===== config.mk =====
export PLATFORM = sky130hd
export DESIGN_NAME = wdt_twostage
export DESIGN_NICKNAME = d
export VERILOG_FILES = /design/src/rtl/wdt_pkg.sv /design/src/rtl/wdt_key_seq.sv /design/src/rtl/wdt_counter.sv /design/src/rtl/wdt_stage.sv /design/src/rtl/wdt_twostage.sv
export SDC_FILE = /design/constraint.sdc
export NUM_CORES = 1
export LEC_CHECK = 0
export BUFFER_PORTS_ARGS = -buffer_cell sky130_fd_sc_hd__buf_2
export CAP_MARGIN = 10
export CORE_UTILIZATION = 40
export DETAILED_ROUTE_END_ITERATION = 8
export PLACE_DENSITY = 0.61
export RECOVER_POWER = 50
export SKIP_LAST_GASP = 1
export SLEW_MARGIN = 15
export SYNTH_ARGS = -nofsm -noshare
export SYNTH_HDL_FRONTEND = slang
export SYNTH_SLANG_ARGS = --single-unit

===== constraint.sdc =====
create_clock -name clk -period 2 [get_ports clk]
set_clock_uncertainty 0.05 [all_clocks]
set_input_delay 0.3 -clock clk [delete_from_list [all_inputs] [get_ports clk]]
set_output_delay 0.3 -clock clk [all_outputs]
set_load 0.01 [all_outputs]

===== src/rtl/wdt_pkg.sv =====
package wdt_pkg;

    localparam logic [7:0] KEY_ARM  = 8'h5A;
    localparam logic [7:0] KEY_FIRE = 8'hA5;

    typedef enum logic {KEY_IDLE, KEY_ARMED} key_state_e;
    typedef enum logic {STG_CLEAN, STG_WARNED} stage_e;

    typedef struct packed {
        logic       wr;
        logic [1:0] code;
    } period_wr_t;

    function automatic int unsigned period_exp(int unsigned base_log2, logic [1:0] code);
        return base_log2 + 2 * int'(code);
    endfunction

endpackage


===== src/rtl/wdt_key_seq.sv =====
module wdt_key_seq
    import wdt_pkg::*;
(
    input  logic       clk,
    input  logic       rst,
    input  logic       wr_en,
    input  logic       wr_sel,
    input  logic [7:0] wr_data,
    output logic       clr_o
);
    key_state_e state_q;
    logic       key_wr;

    assign key_wr = wr_en && !wr_sel;
    assign clr_o  = key_wr && (state_q == KEY_ARMED) && (wr_data == KEY_FIRE);

    always_ff @(posedge clk) begin
        if (rst) begin
            state_q <= KEY_IDLE;
        end else if (key_wr) begin
            state_q <= (wr_data == KEY_ARM) ? KEY_ARMED : KEY_IDLE;
        end
    end

    // an armed key is left only by a key write
    assert_arm_holds_R6: assert property (@(posedge clk) disable iff (rst)
        (state_q == KEY_ARMED && !key_wr) |=> state_q == KEY_ARMED);

endmodule


===== src/rtl/wdt_counter.sv =====
module wdt_counter
    import wdt_pkg::*;
#(
    parameter int BASE_LOG2 = 12,
    parameter int CW        = BASE_LOG2 + 6
) (
    input  logic       clk,
    input  logic       rst,
    input  logic       tick_i,
    input  logic       clr_i,
    input  period_wr_t pwr_i,
    output logic       ovf_o
);
    logic [CW-1:0] cnt_q;
    logic [CW-1:0] limit;
    logic [1:0]    pend_q;
    logic [1:0]    act_q;

    always_comb begin
        limit = (CW'(1) << period_exp(BASE_LOG2, act_q)) - CW'(1);
    end

    assign ovf_o = tick_i && !clr_i && (cnt_q == limit);

    always_ff @(posedge clk) begin
        if (rst) begin
            pend_q <= 2'd0;
        end else if (pwr_i.wr) begin
            pend_q <= pwr_i.code;
        end
    end

    always_ff @(posedge clk) begin
        if (rst) begin
            cnt_q <= '0;
            act_q <= 2'd0;
        end else if (clr_i) begin
            cnt_q <= '0;
            act_q <= pend_q;
        end else if (tick_i) begin
            cnt_q <= (cnt_q == limit) ? '0 : cnt_q + CW'(1);
        end
    end

    assert_cnt_bounded_R2: assert property (@(posedge clk) disable iff (rst)
        cnt_q <= limit);

    assert_never_stops_R8: assert property (@(posedge clk) disable iff (rst)
        (tick_i && !clr_i) |=> cnt_q != $past(cnt_q));

    assert_clear_zeroes_R5: assert property (@(posedge clk) disable iff (rst)
        clr_i |=> cnt_q == '0);

    assert_idle_holds_R11: assert property (@(posedge clk) disable iff (rst)
        (!tick_i && !clr_i) |=> $stable(cnt_q));

    // the active period moves only on a clear
    assert_period_deferred_R7: assert property (@(posedge clk) disable iff (rst)
        !clr_i |=> $stable(act_q));

endmodule


===== src/rtl/wdt_stage.sv =====
module wdt_stage
    import wdt_pkg::*;
(
    input  logic clk,
    input  logic rst,
    input  logic ovf_i,
    input  logic clr_i,
    output logic nmi_o,
    output logic rst_req_o
);
    stage_e stage_q;

    always_ff @(posedge clk) begin
        if (rst) begin
            stage_q   <= STG_CLEAN;
            nmi_o     <= 1'b0;
            rst_req_o <= 1'b0;
        end else begin
            nmi_o <= 1'b0;
            if (clr_i) begin
                stage_q <= STG_CLEAN;
            end else if (ovf_i) begin
                if (stage_q == STG_CLEAN) begin
                    stage_q <= STG_WARNED;
                    nmi_o   <= 1'b1;
                end else begin
                    rst_req_o <= 1'b1;
                end
            end
        end
    end

    assert_nmi_single_R3: assert property (@(posedge clk) disable iff (rst)
        nmi_o |=> !nmi_o);

    assert_reset_sticky_R4: assert property (@(posedge clk) disable iff (rst)
        rst_req_o |=> rst_req_o);

    assert_reset_needs_warn_R4: assert property (@(posedge clk) disable iff (rst)
        $rose(rst_req_o) |-> $past(stage_q == STG_WARNED));

    assert_clear_wins_R10: assert property (@(posedge clk) disable iff (rst)
        clr_i |=> (!nmi_o && $stable(rst_req_o)));

endmodule


===== src/rtl/wdt_twostage.sv =====
module wdt_twostage
    import wdt_pkg::*;
#(
    parameter int BASE_LOG2 = 12
) (
    input  logic       clk,
    input  logic       rst,
    input  logic       tick_en,
    input  logic       wr_en,
    input  logic       wr_sel,
    input  logic [7:0] wr_data,
    output logic       nmi_pulse,
    output logic       rst_req
);
    localparam int CW = BASE_LOG2 + 6;

    logic       clr;
    logic       ovf;
    period_wr_t pwr;

    assign pwr.wr   = wr_en && wr_sel;
    assign pwr.code = wr_data[1:0];

    wdt_key_seq u_key (
        .clk     (clk),
        .rst     (rst),
        .wr_en   (wr_en),
        .wr_sel  (wr_sel),
        .wr_data (wr_data),
        .clr_o   (clr)
    );

    wdt_counter #(
        .BASE_LOG2 (BASE_LOG2),
        .CW        (CW)
    ) u_cnt (
        .clk    (clk),
        .rst    (rst),
        .tick_i (tick_en),
        .clr_i  (clr),
        .pwr_i  (pwr),
        .ovf_o  (ovf)
    );

    wdt_stage u_stage (
        .clk       (clk),
        .rst       (rst),
        .ovf_i     (ovf),
        .clr_i     (clr),
        .nmi_o     (nmi_pulse),
        .rst_req_o (rst_req)
    );

    // no request can be produced without a prior overflow
    assert_nmi_from_ovf_R1: assert property (@(posedge clk) disable iff (rst)
        $rose(nmi_pulse) |-> $past(ovf));

endmodule


# Word level (Yosys, flattened, before mapping)
# Index checks and enable logic that the tools add are counted.
[totals]
output_inout_bits = 2
elab_cells = 30
input_bits = 13
regBits = 26
[classes]
n_mux = 3
n_eq_ne = 3
n_shift = 1
bitwise_logic = 2
n_addsub = 3
reduce_logical = 11
[ops]
columns = ["operator", "n"]
rows = [
  ["$shl 1x32->18 const A", 1],
  ["$add 18x1->18 const B", 1],
  ["$eq 18x18->1", 1],
  ["$mux 18", 1],
  ["$sub 18x2->18 const B", 1],
  ["$eq 8x7->1 const B", 1],
  ["$eq 8x8->1 const B", 1],
  ["$logic_and 1x1->1", 6],
  ["$add 4x3->5 const A", 1],
  ["$reduce_and 3->1", 1],
  ["$reduce_or 3->1", 1],
  ["$logic_not 1->1", 2],
  ["$mux 1", 2],
  ["$not 1->1", 2],
  ["$reduce_or 2->1", 1],
]

# Longest topological paths before layout
[logic_depth]
depth_word = 9
mapped_depth = 6
mapped_depth_nobuf = 5

# Hierarchy
# Synthesis repeated with hierarchy kept, for this count alone.
[hier_totals]
hier_cells = 146
hier_area_um2 = 1392.6
[by_module_without_submodules]
columns = ["module", "seq_area_each_um2", "cells_each", "area_per_inst_um2", "instances"]
rows = [
  ["wdt_counter", 440.4, 125, 1179.9, 1],
  ["wdt_key_seq", 20.0, 11, 106.4, 1],
  ["wdt_stage", 60.1, 9, 100.1, 1],
  ["wdt_twostage", 0.0, 1, 6.3, 1],
]

# Least setup slack after synthesis
# OpenSTA, ideal clock, no wires.
[synth_path]
kind = "flip-flop to flip-flop"
from = "register u_cnt.cnt_q[13]"
to = "register u_cnt.cnt_q[5]"
required_ns = 1.835
t_arrival_ns = 1.532
setup_slack_ns = 0.303
path_buffers = 1
stages_incl_launch_ff = 6
setup_time_ns = 0.115
synth_period_minus_slack_ns = 1.697
cell_sequence = "dfxtp_1 > or2_2 > a221oi_1 > a41o_2 > buf_4 > nor2_1"
[synth_between]
elab_chain_len = 2
[synth_lines]
columns = ["item", "line_no", "rtl"]
rows = [
  ["from (decl)", "wdt_counter.sv:14", "logic [CW-1:0] cnt_q;"],
  ["from (signal assigned)", "wdt_counter.sv:41", "cnt_q <= (cnt_q == limit) ? '0 : cnt_q + CW'(1);"],
  ["$eq 18x18->1", "wdt_counter.sv:41", ""],
  ["$mux 18", "wdt_counter.sv:41", ""],
]
# Every way passes these cells.
# A chain may end at the register's enable or synchronous reset.

# Worst setup path after layout
[layout_path]
from = "register u_cnt.cnt_q[1]"
to = "register u_cnt.cnt_q[12]"
[layout_between]
elab_chain_len = 2
word_cells_on_any_way = 3
cone_classes = "add/sub (1); eq/ne (1); mux (1)"
[layout_lines]
columns = ["item", "line_no"]
rows = [
  ["$add 18x1->18 / $eq 18x18->1 (equally long branches)", "wdt_counter.sv:41"],
  ["$mux 18 (*)", "wdt_counter.sv:41"],
]
# Mark *: on every way between the ends. The rest lies on a longest branch, timed or not.

==> flow_summary_export.csv <==
group,metric,value,unit
logic_synthesis,ys.flop_type,"dfxtp_1",
cts,cts.path.max_buffers,2,
setup_path,worst_path_largest_cell_delay,0.55,ns
final_layout,fillers,318,
worst_hold_path,hold_depth,2,
sta,whs,0.171,ns
logic_synthesis,synthTopCellsByCount,"dfxtp_1, nor2_1, nand2_1",
setup_path,worstPathArrival,2.13,ns
global_route,grt_max_degree,16,
die,rows,20,
sta,finalCritPeriodShare,0.963,
placed_design,routabilityCongestion,0.793,
logic_synthesis,yosys_warnings,0,
setup_path,cp-end-kind,"flip-flop",
cts,path_clk_slew,0.15,ns
cts,h-tree-depth,1,
cts,ctsRootBufferMaster,"clkbuf_4",
final_layout,layoutNonFillerInstCount,208,
sta,tns,0,ns
logic_synthesis,synth_edf_count,0,
sta,tightest_slew,0.347,ns
logic_synthesis,synth_top_area_cell,"dfxtp_1",
setup_path,criticalPathCategory,"flip-flop to flip-flop",
routing,wl,2610,µm
routing,post_drt_wl_per_cell,12.6,µm
die,start_util,0.420,
logic_synthesis,synth_seq_area_share,0.406,
die,io_pins,15,
sta,worst_slack,0.0732,ns
final_layout,n_antenna_cell,0,
final_layout,multi_input_area,719,µm²
power_and_ir_drop,cellLeakagePower,0.518,nW
cts,cts_made_buffers,3,
sta,rsz0062_at_grt,"no",
placed_design,place_ws,0.151,ns
final_layout,seqCellArea,522,µm²
cts,cts_tree,"done",
routing,remaining_drc_errors,0,
logic_synthesis,synth-seq-cells,26,
logic_synthesis,syn_area,1280,µm²
setup_path,startpoint,"u_cnt.cnt_q[1]",
global_route,grt_first_pass_wirelength,4590,µm
setup_path,rrSetupSlack,0.07,ns
routing,ant_nets,0,
global_route,antenna_found_initial,0,
setup_path,critPathSlowestCell,"or4_1",
final_layout,area_delta_synth_final,14.0,%
placed_design,dpl.cell_count,204,
global_route,grt_pass1_vias,1023,
setup_path,rr_worst_depth,5,
logic_synthesis,avgSynthCellArea,8.72,µm²
cts,clock_latency,0.32,ns
power_and_ir_drop,ir_drop,0.305,mV
job,drv_cap,0,
global_route,grt_overflow,0,
worst_hold_path,hold_start,"rst",
die,core-area,3050,µm²
routing,viasPerCell,5.27,
logic_synthesis,syn-num-nets,161,
worst_hold_path,hp-class,"primary input to flip-flop",
routing,vias,1097,
final_layout,final_layout_size_suffix_gt1_frac,0.171,
setup_path,path_cells,"ha_2 > nand3_1 > or4_1 > a211o_1 > a21oi_1",
global_route,grt_use_total,0.174,
power_and_ir_drop,power.density,643,nW/µm²
setup_path,path_max_fanout,5,
routing,first_pass_iters,6,
setup_path,cp.required,2.21,ns
logic_synthesis,synth_cell_types,39,
logic_synthesis,synthCells,147,
logic_synthesis,async_flop_share,0,
cts,post_cts_buffers,0,
die,die_area,3430,µm²
sta,slew_headroom,0.766,
logic_synthesis,yosysMostFrequentCell,"dfxtp_1",
setup_path,cp-start-kind,"flip-flop",
die,fp.dieW,58.6,µm
routing,drt_iter0_drc,37,
logic_synthesis,synth.area.top_cells,"dfxtp_1, nor2_1, xnor2_1, nand2_1, nand4_1",
sta,finalSetupViolCount,0,
sta,timing.fmax,0.519,GHz
final_layout,fin_util,0.478,
sta,timing.final.hold_violations,0,
sta,fin_crit,1.93,ns
outcome,outcome,"finished, final reports clean",
cts,cts_sinks,26,
setup_path,rr_startpoint,"u_cnt.cnt_q[1]",
placed_design,io_buffers,14,
placed_design,hpwlAfterDp,1930,µm
sta,drv_slew,0,
final_layout,final_nets,179,
logic_synthesis,synth_top_area_frac,0.406,
die,die_h,58.6,µm
## critical path: cells and delay by family, from the launching register on
kind            cells  cell delay (ns)
compound gates      2             0.43
fa+ha+maj           1             0.24
flops               1             0.42
simple gates        2             0.71
## path summary, 6_finish.rpt
| path | endpoint |
|---|---|
| min | u_cnt.pend_q[0] |
| max | u_cnt.cnt_q[12] |
| max reg2reg | u_cnt.cnt_q[12] |
| min reg2reg | u_cnt.pend_q[0] |
## flip-flops by register name (all words and copies together) (netlist names)
signal / cells
u_stage.rst_req_o: 1
u_key.state_q: 1
u_cnt.cnt_q: 18
u_cnt.pend_q: 2
u_cnt.act_q: 2
u_stage.stage_q: 1
u_stage.nmi_o: 1
## cell type report
type	count	area share
Clock buffer	3	0.0154
Clock inverter	1	0.0206
Inverter	5	0.0129
Multi-Input combinational cell	111	0.493
Sequential cell	26	0.357
Tap cell	44	0.0377
Timing Repair Buffer	18	0.0634
## through the flow
stage          cell area (µm²)  power [mW]
2_1_floorplan             1280       0.569
3_3_place_gp              1410       0.587
3_5_place_dp              1410       0.590
4_1_cts                   1460       0.950
5_1_grt                   1460       0.977
6_report                  1460       0.938
## metal layers
metal / routed length, µm / share of wire / global-route usage / vias to the layer above
li1: - / - / - / 559
met3: 81 / 0.031 / 0.0198 / 6
met1: 1250 / 0.48 / 0.227 / 512
met2: 1250 / 0.48 / 0.297 / 20
met4: 31 / 0.012 / 0.0612 / 0
met5: 0 / 0 / 0 / -
## power breakdown
group          total, mW  internal, mW  switching, mW
combinational     0.0500        0.0229         0.0271
clock              0.359         0.203          0.156
sequential         0.530         0.524        0.00581
total              0.938         0.749          0.189
## cells by family after synthesis
kind of cell	Yosys count	synth area share
flip-flops	26	0.406
AO/OA/AOI/OAI	21	0.114
multiplexers	2	0.0156
AND/OR/NAND/NOR	75	0.338
adder cells (fa/ha/maj)	1	0.00976
XOR/XNOR	12	0.0820
buffers and inverters	10	0.0342
## placed cells by master (no fill, tap or decap), drive strengths merged, types with 2 or more instances in the layout
cell,netlist,final
xnor2,7,7
a21oi,9,9
nand4,10,10
dfxtp,26,26
nand3b,2,2
nor3,6,6
nor4bb,4,4
nor2,21,21
clkbuf,2,7
xor2,5,5
nand2,14,14
a211o,2,2
buf,3,14
nor3b,3,3
mux2i,2,2
a41o,2,2
nand3,5,5
or4,3,3
inv,5,5
o21ai,2,2
a21o,2,2
## timing repair
action | CTS | global route
gates resized for setup | 0 | 2
setup endpoints to repair | 0 | 3
hold buffers | 0 | 0
No activity file was read; power rests on OpenSTA's default activity.
